==> src/rtl/fmt_pkg.sv <==
package fmt_pkg;
   localparam int BYTE_W = 8;
   localparam int CRC_W  = 16;

   localparam logic [BYTE_W-1:0] HOST_PRESET = 8'hF5;
   localparam logic [BYTE_W-1:0] HOST_IDXMK  = 8'hF6;
   localparam logic [BYTE_W-1:0] HOST_CRC    = 8'hF7;
   localparam logic [BYTE_W-1:0] MARK_SYNC   = 8'hA1;
   localparam logic [BYTE_W-1:0] MARK_INDEX  = 8'hC2;

   typedef enum logic [1:0] {
      ST_IDLE,
      ST_SETTLE,
      ST_WAIT_IDX,
      ST_WRITE
   } fmt_state_t;

   typedef enum logic [1:0] {
      ACT_LIT,
      ACT_PRESET,
      ACT_CRC
   } byte_act_t;

   typedef struct packed {
      logic [BYTE_W-1:0] val;
      logic              mark;
      byte_act_t         act;
   } byte_plan_t;
endpackage

==> src/rtl/fmt_byte_map.sv <==
module fmt_byte_map
   import fmt_pkg::*;
(
   input  logic [BYTE_W-1:0] src,
   output byte_plan_t        plan
);
   always_comb begin
      plan.val  = src;
      plan.mark = 1'b0;
      plan.act  = ACT_LIT;
      unique case (src)
         HOST_PRESET: begin
            plan.val  = MARK_SYNC;
            plan.mark = 1'b1;
            plan.act  = ACT_PRESET;
         end
         HOST_IDXMK: begin
            plan.val  = MARK_INDEX;
            plan.mark = 1'b1;
         end
         HOST_CRC: begin
            plan.act  = ACT_CRC;
         end
         default: ;
      endcase
   end
endmodule

==> src/rtl/fmt_crc16.sv <==
module fmt_crc16 #(
   parameter int               CRC_W  = 16,
   parameter int               DATA_W = 8,
   parameter logic [CRC_W-1:0] POLY   = 16'h1021,
   parameter logic [CRC_W-1:0] INIT   = '1
) (
   input  logic              clk,
   input  logic              rst_n,
   input  logic              preset,
   input  logic              absorb,
   input  logic [DATA_W-1:0] din,
   output logic [CRC_W-1:0]  crc
);
   logic [CRC_W-1:0] crc_q;
   logic [CRC_W-1:0] base;
   logic [CRC_W-1:0] stage [0:DATA_W];

   if (CRC_W < 2) begin : g_bad_width
      $error("fmt_crc16: CRC_W must be at least 2");
   end

   assign base     = preset ? INIT : crc_q;
   assign stage[0] = base;

   for (genvar g = 0; g < DATA_W; g++) begin : g_bit
      assign stage[g+1] = {stage[g][CRC_W-2:0], 1'b0}
                        ^ ((stage[g][CRC_W-1] ^ din[DATA_W-1-g]) ? POLY : '0);
   end

   always_ff @(posedge clk or negedge rst_n) begin
      if (!rst_n)
         crc_q <= INIT;
      else if (preset || absorb)
         crc_q <= absorb ? stage[DATA_W] : base;
   end

   assign crc = crc_q;
endmodule

==> src/rtl/fmt_seq.sv <==
module fmt_seq
   import fmt_pkg::*;
#(
   parameter int SETTLE_CYCLES  = 30000,
   parameter bit IDX_LOW_ACTIVE = 1'b1
) (
   input  logic              clk,
   input  logic              rst_n,
   input  logic              cmd_valid,
   input  logic [BYTE_W-1:0] cmd_byte,
   input  logic              index_in,
   input  logic              wprot_in,
   output logic              busy,
   output logic              intrq,
   output logic              wprot_err,
   output logic              wr_gate,
   output logic              start_o,
   output logic              stop_o
);
   localparam int             CNT_W    = $clog2(SETTLE_CYCLES + 1);
   localparam logic [CNT_W-1:0] CNT_LAST = CNT_W'(SETTLE_CYCLES - 1);

   if (SETTLE_CYCLES < 1) begin : g_bad_settle
      $error("fmt_seq: SETTLE_CYCLES must be at least 1");
   end

   fmt_state_t       st_q;
   logic [CNT_W-1:0] cnt_q;
   logic             idx_act, idx_q, idx_edge, cmd_hit, want_settle;

   if (IDX_LOW_ACTIVE) begin : g_idx_low
      assign idx_act = ~index_in;
   end else begin : g_idx_high
      assign idx_act = index_in;
   end

   assign cmd_hit     = cmd_valid && (cmd_byte[7:4] == 4'hF) && !cmd_byte[3]
                        && (cmd_byte[1:0] == 2'b00);
   assign want_settle = cmd_byte[2];
   assign idx_edge    = idx_act & ~idx_q;
   assign start_o     = cmd_hit && (st_q == ST_IDLE) && !wprot_in;
   assign stop_o      = (st_q == ST_WRITE) && idx_edge;

   always_ff @(posedge clk or negedge rst_n) begin
      if (!rst_n) begin
         st_q      <= ST_IDLE;
         cnt_q     <= '0;
         idx_q     <= 1'b0;
         intrq     <= 1'b0;
         wprot_err <= 1'b0;
      end else begin
         idx_q <= idx_act;
         unique case (st_q)
            ST_IDLE: begin
               if (cmd_hit) begin
                  if (wprot_in) begin
                     intrq     <= 1'b1;
                     wprot_err <= 1'b1;
                  end else begin
                     intrq     <= 1'b0;
                     wprot_err <= 1'b0;
                     cnt_q     <= '0;
                     st_q      <= want_settle ? ST_SETTLE : ST_WAIT_IDX;
                  end
               end
            end
            ST_SETTLE: begin
               if (cnt_q == CNT_LAST)
                  st_q <= ST_WAIT_IDX;
               else
                  cnt_q <= cnt_q + CNT_W'(1);
            end
            ST_WAIT_IDX: begin
               if (idx_edge)
                  st_q <= ST_WRITE;
            end
            ST_WRITE: begin
               if (idx_edge) begin
                  st_q  <= ST_IDLE;
                  intrq <= 1'b1;
               end
            end
            default: st_q <= ST_IDLE;
         endcase
      end
   end

   assign busy    = (st_q != ST_IDLE);
   assign wr_gate = (st_q == ST_WRITE);
endmodule

==> src/rtl/fmt_track_writer.sv <==
module fmt_track_writer
   import fmt_pkg::*;
#(
   parameter int               SETTLE_CYCLES  = 30000,
   parameter bit               IDX_LOW_ACTIVE = 1'b1,
   parameter logic [CRC_W-1:0] CRC_POLY       = 16'h1021,
   parameter logic [CRC_W-1:0] CRC_INIT       = 16'hFFFF
) (
   input  logic              clk,
   input  logic              rst_n,
   input  logic              cmd_valid,
   input  logic [BYTE_W-1:0] cmd_byte,
   input  logic              host_wr,
   input  logic [BYTE_W-1:0] host_data,
   input  logic              index_in,
   input  logic              wprot_in,
   input  logic              byte_tick,
   output logic              busy,
   output logic              drq,
   output logic              intrq,
   output logic              lost_data,
   output logic              wprot_err,
   output logic              wr_gate,
   output logic              out_valid,
   output logic [BYTE_W-1:0] out_byte,
   output logic              out_mark
);
   localparam int HALF = CRC_W / 2;

   if (CRC_W != 2 * BYTE_W) begin : g_bad_crc
      $error("fmt_track_writer: CRC must be two bytes wide");
   end

   logic              start_s, stop_s;
   logic [BYTE_W-1:0] data_q, src;
   logic              drq_q, lo_pend_q, lost_q;
   logic              tick_ok, consume, crc_preset, crc_absorb;
   byte_plan_t        plan;
   logic [CRC_W-1:0]  crc;

   fmt_seq #(
      .SETTLE_CYCLES (SETTLE_CYCLES),
      .IDX_LOW_ACTIVE(IDX_LOW_ACTIVE)
   ) u_seq (
      .clk      (clk),
      .rst_n    (rst_n),
      .cmd_valid(cmd_valid),
      .cmd_byte (cmd_byte),
      .index_in (index_in),
      .wprot_in (wprot_in),
      .busy     (busy),
      .intrq    (intrq),
      .wprot_err(wprot_err),
      .wr_gate  (wr_gate),
      .start_o  (start_s),
      .stop_o   (stop_s)
   );

   assign tick_ok = wr_gate && byte_tick && !stop_s;
   assign consume = tick_ok && !lo_pend_q;
   assign src     = drq_q ? '0 : data_q;

   fmt_byte_map u_map (
      .src (src),
      .plan(plan)
   );

   assign crc_preset = start_s || (consume && plan.act == ACT_PRESET);
   assign crc_absorb = consume && (plan.act != ACT_CRC);

   fmt_crc16 #(
      .CRC_W (CRC_W),
      .DATA_W(BYTE_W),
      .POLY  (CRC_POLY),
      .INIT  (CRC_INIT)
   ) u_crc (
      .clk   (clk),
      .rst_n (rst_n),
      .preset(crc_preset),
      .absorb(crc_absorb),
      .din   (plan.val),
      .crc   (crc)
   );

   always_ff @(posedge clk or negedge rst_n) begin
      if (!rst_n) begin
         data_q    <= '0;
         drq_q     <= 1'b0;
         lo_pend_q <= 1'b0;
         lost_q    <= 1'b0;
         out_valid <= 1'b0;
         out_byte  <= '0;
         out_mark  <= 1'b0;
      end else begin
         if (busy && host_wr)
            data_q <= host_data;

         if (start_s)
            drq_q <= 1'b1;
         else if (stop_s)
            drq_q <= 1'b0;
         else if (consume)
            drq_q <= 1'b1;
         else if (busy && host_wr)
            drq_q <= 1'b0;

         if (start_s)
            lost_q <= 1'b0;
         else if (consume && drq_q)
            lost_q <= 1'b1;

         if (start_s)
            lo_pend_q <= 1'b0;
         else if (tick_ok)
            lo_pend_q <= consume && (plan.act == ACT_CRC);

         out_valid <= tick_ok;
         if (tick_ok) begin
            if (lo_pend_q) begin
               out_byte <= crc[HALF-1:0];
               out_mark <= 1'b0;
            end else if (plan.act == ACT_CRC) begin
               out_byte <= crc[CRC_W-1:HALF];
               out_mark <= 1'b0;
            end else begin
               out_byte <= plan.val;
               out_mark <= plan.mark;
            end
         end
      end
   end

   assign drq       = drq_q;
   assign lost_data = lost_q;
endmodule

==> config.mk <==
export PLATFORM = sky130hd
export DESIGN_NAME = fmt_track_writer
export DESIGN_NICKNAME = d
export VERILOG_FILES = /design/src/rtl/fmt_pkg.sv /design/src/rtl/fmt_byte_map.sv /design/src/rtl/fmt_crc16.sv /design/src/rtl/fmt_seq.sv /design/src/rtl/fmt_track_writer.sv
export SDC_FILE = /design/constraint.sdc
export NUM_CORES = 1
export LEC_CHECK = 0
export ABC_AREA = 1
export BUFFER_PORTS_ARGS = -buffer_cell sky130_fd_sc_hd__buf_2
export CORE_MARGIN = 3
export CORE_UTILIZATION = 66
export CTS_BUF_LIST = sky130_fd_sc_hd__clkbuf_4
export DETAILED_ROUTE_END_ITERATION = 8
export GPL_ROUTABILITY_DRIVEN = 1
export MAX_ROUTING_LAYER = met4
export PLACE_DENSITY_LB_ADDON = 0.05
export SLEW_MARGIN = 20
export SYNTH_ARGS = -nofsm -noshare
export SYNTH_HDL_FRONTEND = slang
export SYNTH_HIERARCHICAL = 1
export SYNTH_SLANG_ARGS = --single-unit
==> constraint.sdc <==
create_clock -name clk -period 3.9 [get_ports clk]
set_input_delay 0.39 -clock clk [delete_from_list [all_inputs] [get_ports clk]]
set_output_delay 0.39 -clock clk [all_outputs]
set_load 0.005 [all_outputs]
* Word-level counts from Yosys, hierarchy flattened
Cells that the tools add are included.
** Word-level totals
- Bits of input ports :: 23
- Output and inout port bits :: 16
- Flip-flop bits (word level) :: 57
- Logic and storage cells :: 122
** Cells by class
- $add $sub $neg :: 1
- Bitwise gates (word level) :: 19
- Eq/ne operators :: 17
- Multiplexer cells :: 40
- Reductions and logical operators :: 32
** Operators by type and width (number)
- 16-bit XOR :: 8
- 13-bit 2-to-1 mux :: 8
- 15-bit 2-to-1 mux :: 3
- 16-bit 2-to-1 mux :: 2
- 15-bit one-hot mux with 2 select lines :: 1
- 8-bit == test, second input constant :: 3
- 8-bit 2-to-1 mux :: 3
- 9-bit one-hot mux with 2 select lines :: 1
- 15-bit by 1-bit adder with 15-bit output, second input constant :: 1
- 15-bit == test, second input constant :: 1
- 1-bit logical AND :: 14
- 1-bit 2-to-1 mux :: 13
- 2-bit 2-to-1 mux :: 6
- 2-bit nonzero test :: 5
- 2-bit by 1-bit != test with 1-bit output, second input constant :: 4
- 2-bit one-hot mux with 4 select lines :: 1
- 1-bit XOR :: 8
- 2-bit == test, second input constant :: 3
- 2-bit != test, second input constant :: 3
- 5-bit AND reduction :: 1
- 2-bit by 1-bit == test with 1-bit output, second input constant :: 2
- 4-bit == test, second input constant :: 1
- 1-bit zero test :: 4
- 2-bit zero test :: 2
- other kinds (9) :: 11

* Longest topological paths before layout
Gate-level depths: netlist of run 1.
- Word-level depth :: 34
- Mapped depth :: 21
- Gate-level depth less buffers :: 20

* Modules after synthesis
The synthesis of run 1 kept the hierarchy.
** By module, submodules not included
- fmt_seq :: cells each 202, area each 1428.9 µm², sequential area each 500.5 µm², instances 1
- fmt_crc16 :: cells each 190, area each 1177.4 µm², sequential area each 420.4 µm², instances 1
- fmt_track_writer :: cells each 148, area each 1077.3 µm², sequential area each 525.5 µm², instances 1
- fmt_byte_map :: cells each 28, area each 117.6 µm², sequential area each 0.0 µm², instances 1

* Least setup slack after synthesis of run 1
No wires, ideal clock.
- Path kind :: flip-flop to flip-flop
- From :: register drq_q, in the netlist drq
- To :: register u_crc.crc_q[6], in the netlist u_crc/crc[6]
- Data required time :: 3.828 ns
- Path buffers :: 2
- Path slack :: 1.731 ns
- Stages on the path, launching flop included :: 17
- Arrival :: 2.097 ns
- Setup time :: 0.072 ns
- Period minus slack after synthesis :: 2.169 ns
- Path through :: dfrtp_1 buf_4 nor2_1 nand2_1 nor2_2 nand2_1 inv_1 inv_1 nand2_2 inv_2 nor2_1 inv_1 clkbuf_1 o21ai_0 nand2_1 nand2_1 inv_1
** RTL lines
- from (decl) :: RTL line fmt_track_writer.sv:36 : logic drq_q, lo_pend_q, lost_q;
- from (signal assigned) :: RTL line fmt_track_writer.sv:88 : drq_q <= 1'b0;
- from (signal assigned) :: RTL line fmt_track_writer.sv:99 : drq_q <= 1'b1;
- from (signal assigned) :: RTL line fmt_track_writer.sv:101 : drq_q <= 1'b0;
- to (signal assigned) :: RTL line fmt_crc16.sv:34 : crc_q <= absorb ? stage[DATA_W] : base;
- to (decl) :: RTL line fmt_crc16.sv:14 : logic [CRC_W-1:0] crc_q;

==> out/qor.csv, run 1 <==
metric,value,unit
synth_top_family_by_area,simple AND/OR/NAND/NOR gates,
grt_pass1_wl,14.3,mm
syn_inst,568,
synth_compound_area_share,8.46,%
start_util,68.6,%
period_needed,2.80,ns
synth_ff_type,dfrtp_1,
grt-ovfl-total,0,
criticalPathCategory,reg2reg,
synth-xor-area-share,0.691,%
root_buffer,clkbuf_4,
clkTransAtPathRegs,0.09,ns
fmax,357,MHz
tightest_slew,0.734,ns
die_x,81.9,um
layout_common_cells,"213 x nand2_1, 66 x inv_1, 58 x nor2_1",
wl_per_cell,12.6,um
h-tree-depth,3,
antenna_found_initial,0,
via_per_inst,5.40,
final_antenna_net_count,0,
grt_max_degree,58,
grt_usage,28.8,%
synth_area,3800,um2
drv_cap,0,
clock_latency,0.40,ns
synth.area.mux_share,0,%
dp_hpwl,6.35,mm
skew,0.0106,ns
drt_iter0_drc,365,
dr.pass1.iters,5,
ys_types,33,
ios,39,
slew_headroom,51.1,%
rsz0062_at_grt,no,
yosysWarnings,6,
syn-num-nets,597,
dieArea,6710,um2
cp.required,4.25,ns
vias,3680,
seq_area,1450,um2
final_core_util,74.0,%
synth_top_cell_by_area,dfrtp_1,
cts.sinks,57,
cts_tree,yes,
mostFrequentLayoutCell,nand2_1,
status,completed,
rows,27,
core_area,5540,um2
setup_viol,0,
hold_buffers,0,
post_cts_buffers,0,
leakagePower,2.13,nW
n_fill_cell,465,
fin_crit_sh,71.9,%
worstSetupStartpointType,register,
fin_setup_tns,0,ns
avgSynthCellArea,6.69,um2
worstPathArrival,3.16,ns
synth-async-reset-ratio,100,%
nNetsFinal,633,
worst_setup_path_end_kind,register,
area_delta_synth_final,7.83,%
yosys-top-cells-area,"dfrtp_1 27%, nand2_1 21%, dfstp_2 11%",
min_path_type,in2async,
whs,0.0810,ns
ctsLongestPathBuffers,2,
gp_congestion,0.920,
cts_resized,0,
hold_viol,0,
diodes,0,
cp_max_fo,23,
slew_violations,0,
die_y,81.9,um
synthSimpleGateAreaFrac,40.7,%
cts_buffers,9,
grt_pass1_vias,3138,
ir_worst_vdd,0.000468,V
synth_fa_ha_area_share,1.97,%
multi_input_area,1970,um2
power,2.78,mW
totalWireLength,8.56,mm
port_buffers,38,
synth_top_cell_area_share,27.0,%
drc_errors,0,
synth_edf_count,0,
yosys_register_bits,57,
p_per_area,679,nW/um2
drive_above_1_share,19.4,%
seq_area_frac_synth,38.1,%
final timing paths:
check | start | end | slack, ns | cells past startpoint
min | rst_n | u_seq/intrq | 0.08 | 2
min in group clk | index_in | u_seq/idx_q | 0.14 | 2
max in group asynchronous | rst_n | u_seq/cnt_q[1] | 3.28 | 2
max reg2reg | drq | u_crc/crc[7] | 1.10 | 16
max | drq | u_crc/crc[7] | 1.10 | 16
min reg2reg | u_seq/intrq | u_seq/intrq | 0.50 | 2
critical path: stages (launching register included):
cell and delay, ns:
dfrtp_1 0.50, nor2_1 0.41, nand2_1 0.16, nor2_2 0.14, nand2_1 0.10, inv_1 0.10
inv_1 0.05, nand2_2 0.16, inv_2 0.12, nor2_1 0.12, buf_4 0.25, inv_1 0.23
nand2_1 0.13, o21ai_0 0.08, nand2_1 0.08, nand2_1 0.06, inv_1 0.06
area by class of cell:
type	instances	area share, %
inverters	73	6.68
flip-flops and latches	57	35.3
multi-input cells	422	48.1
repair buffers	41	5.19
well taps	72	2.20
clock buffers	11	2.01
clock inverters	5	0.549
cells by family (layout without fill, tap and decap cells):
family / count (synthesis) / after routing
AOI/OAI and AO/OA: 54 / 54
xor gates and xnor gates: 3 / 3
adders and majority gates: 6 / 6
buffers and inverters: 89 / 130
DFF: 57 / 57
and+or+nand+nor: 359 / 359
power breakdown:
| part | switching (mW) | leakage [nW] | internal, mW | total (mW) |
|---|---|---|---|---|
| registers | 0.158 | 0.680 | 0.849 | 1.01 |
| clock network | 0.214 | 0.0655 | 0.138 | 0.352 |
| logic | 0.949 | 1.39 | 0.474 | 1.42 |
layer usage:
metal / GRT usage (%) / wire, um
met5: - / 0
met4: 11.8 / 167
met3: 5.48 / 755
met2: 41.5 / 3570
met1: 39.9 / 4070
stage by stage:
| step | instance area [um2] | worst slack, ns | std cells |
|---|---|---|---|
| 5_1_grt | 4100 | 0.755 | 681 |
| 4_1_cts | 4100 | 1.16 | 681 |
| 6_report | 4100 | 1.10 | 681 |
| 2_1_floorplan | 3800 | 1.73 | 568 |
| 3_3_place_gp | 3990 | 1.22 | 665 |
| 3_5_place_dp | 3990 | 1.22 | 665 |
sequential cells by signal, summed over array words and instances, names as in the netlist:
name / cells
data_q: 8
drq: 1
lo_pend_q: 1
lost_data: 1
out_byte: 8
out_mark: 1
out_valid: 1
u_crc/crc: 16
u_seq/cnt_q: 15
u_seq/idx_q: 1
u_seq/intrq: 1
u_seq/st_q: 2
u_seq/wprot_err: 1
Yosys cell counts, types with 3 or more instances:
library cell    n
buf_2           4
o21ai_0        28
nor3_1          3
nand2_2         9
nand4_1         8
nand3_1        46
buf_6           4
nor2_1         58
dfrtp_1        41
a21oi_1         9
or2_2           5
inv_1          66
nor2_2          8
clkbuf_1        6
dfstp_2        16
inv_2           7
nand2_1       213
o21ai_2         8
nor2_4          4
ha_1            6
No activity file was read; power rests on OpenSTA's default activity.
==> inputs of run 2 (changes only) <==
--- a/config.mk
+++ b/config.mk
@@ -8,7 +8,7 @@
 export ABC_AREA = 1
 export BUFFER_PORTS_ARGS = -buffer_cell sky130_fd_sc_hd__buf_2
 export CORE_MARGIN = 3
-export CORE_UTILIZATION = 66
+export CORE_UTILIZATION = 56
 export CTS_BUF_LIST = sky130_fd_sc_hd__clkbuf_4
 export DETAILED_ROUTE_END_ITERATION = 8
 export GPL_ROUTABILITY_DRIVEN = 1
==> constraint.sdc (replaced) <==
create_clock -name clk -period 2.51 [get_ports clk]
set_input_delay 0.251 -clock clk [delete_from_list [all_inputs] [get_ports clk]]
set_output_delay 0.251 -clock clk [all_outputs]
set_load 0.005 [all_outputs]
==> out/qor.csv, run 2 (synthesis gave the netlist of run 1 again) <==
metric,value,unit,change
clock_latency,0.41,ns,was 0.40 ns
hold_viol,0,,unchanged
root_buffer,clkbuf_4,,unchanged
leakagePower,2.24,nW,was 2.13 nW
dp_hpwl,6.43,mm,was 6.35 mm
via_per_inst,5.11,,was 5.40
drc_errors,0,,unchanged
clkTransAtPathRegs,0.11,ns,was 0.09 ns
grt_pass1_vias,3226,,was 3138
area_delta_synth_final,14.5,%,was 7.83%
dr.pass1.iters,4,,was 5
ctsLongestPathBuffers,2,,unchanged
place_ws,0.0323,ns,was 1.22 ns
fin_setup_tns,0,ns,unchanged
drt_iter0_drc,217,,was 365
diodes,0,,unchanged
cp.required,2.86,ns,was 4.25 ns
nNetsFinal,652,,was 633
h-tree-depth,3,,unchanged
layout_common_cells,"208 x nand2_1, 64 x inv_1, 50 x nor2_1",,"was 213 x nand2_1, 66 x inv_1, 58 x nor2_1"
cp_max_fo,11,,was 23
final_antenna_net_count,0,,unchanged
core_area,6460,um2,was 5540 um2
tightest_slew,0.729,ns,was 0.734 ns
setup_viol,0,,unchanged
vias,3601,,was 3680
gp_congestion,0.860,,was 0.920
p_per_area,1030,nW/um2,was 679 nW/um2
antenna_found_initial,0,,unchanged
worst_slack,0.104,ns,was 1.10 ns
slew_headroom,51.4,%,was 51.1%
worstSetupStartpointType,register,,unchanged
grt_max_degree,58,,unchanged
ir_worst_vdd,0.000658,V,was 0.000468 V
cts.sinks,57,,unchanged
grt-ovfl-total,0,,unchanged
period_needed,2.41,ns,was 2.80 ns
slew_violations,0,,unchanged
fmax,416,MHz,was 357 MHz
grt_usage,25.1,%,was 28.8%
final_core_util,67.4,%,was 74.0%
fin_crit_sh,95.9,%,was 71.9%
cts_buffers,9,,unchanged
power,4.49,mW,was 2.78 mW
die_x,88.4,um,was 81.9 um
min_path_type,in2reg,,was in2async
criticalPathCategory,reg2reg,,unchanged
largest_register_ff_count,16,,unchanged
wl_per_cell,12.6,um,about the same
die_y,88.4,um,was 81.9 um
cts_tree,yes,,unchanged
port_buffers,38,,unchanged
skew,0.0126,ns,was 0.0106 ns
worst_setup_path_end_kind,register,,unchanged
place_area,4090,um2,was 3990 um2
mostFrequentLayoutCell,nand2_1,,unchanged
drv_cap,0,,unchanged
ios,39,,unchanged
fin_area,4350,um2,was 4100 um2
dieArea,7810,um2,was 6710 um2
worstPathArrival,2.76,ns,was 3.16 ns
rows,29,,was 27
rsz0062_at_grt,yes,,was no
start_util,58.9,%,was 68.6%
grt_pass1_wl,14.8,mm,was 14.3 mm
status,completed,,unchanged
totalWireLength,8.87,mm,was 8.56 mm
drive_above_1_share,24.8,%,was 19.4%
run 2: final cells by class:
type	instances	area, um2
inverter	73	274
clock inverter	6	35.0
timing repair buffer	60	398
fill	590	2110
multi-input combinational	422	2020
clock buffer	10	75.1
sequential	57	1450
tap	77	96.3
run 2: through the flow:
step           hold slack (ns)  std cells
2_1_floorplan          -0.0446        568
3_5_place_dp             0.424        679
3_3_place_gp             0.423        679
4_1_cts                 0.0616        697
6_report                0.0804        705
5_1_grt                 0.0773        705
run 2: path summary, 6_finish.rpt:
path,from,to,slack [ns],cells after the start
max in group asynchronous,rst_n,drq,1.49,3
worst max-delay path,drq,u_crc/crc[12],0.10,18
worst min register to register,u_seq/intrq,u_seq/intrq,0.49,2
worst max register to register,drq,u_crc/crc[12],0.10,18
worst min-delay path,host_data[5],data_q[5],0.08,3
min in group asynchronous,rst_n,u_seq/intrq,0.51,3
run 2: what timing repair did:
item | 4_1_cts | 5_1_grt
hold buffers | 2 | 0
buffers inserted | 0 | 8
gates cloned | 0 | 0
resized for setup | 1 | 24
setup endpoints to repair | 1 | 14
pin swaps | 0 | 3
hold endpoints to repair | 20 | 0
run 2: metal layers:
metal / up-vias / global-route usage, % / share of wire [%] / wire, um
li1: 1877 / - / - / -
met1: 1626 / 34.7 / 51 / 4500
met2: 87 / 37.7 / 43 / 3820
met3: 11 / 4.00 / 5.0 / 446
met4: 0 / 8.10 / 1.2 / 106
met5: - / - / 0 / 0
run 2: worst max-delay path, stage by stage, from the launching register on:
cell	delay, ns
dfrtp_2	0.47
buf_4	0.18
nor2_4	0.12
nand4_1	0.14
nor3_2	0.24
inv_1	0.06
nand2_1	0.08
o21ai_2	0.08
buf_12	0.16
buf_12	0.13
buf_4	0.12
nor2_2	0.14
inv_1	0.06
nand3_1	0.08
nand2_1	0.07
inv_1	0.05
nand2_1	0.04
nand3_1	0.07
nand2_1	0.06
run 2: report_power, final:
group          switching [mW]  internal, mW  total [mW]  leakage (nW)
combinational            1.54         0.847        2.39          1.49
clock                   0.370         0.207       0.578        0.0619
sequential              0.203          1.32        1.52         0.679
total                    2.11          2.37        4.49          2.24
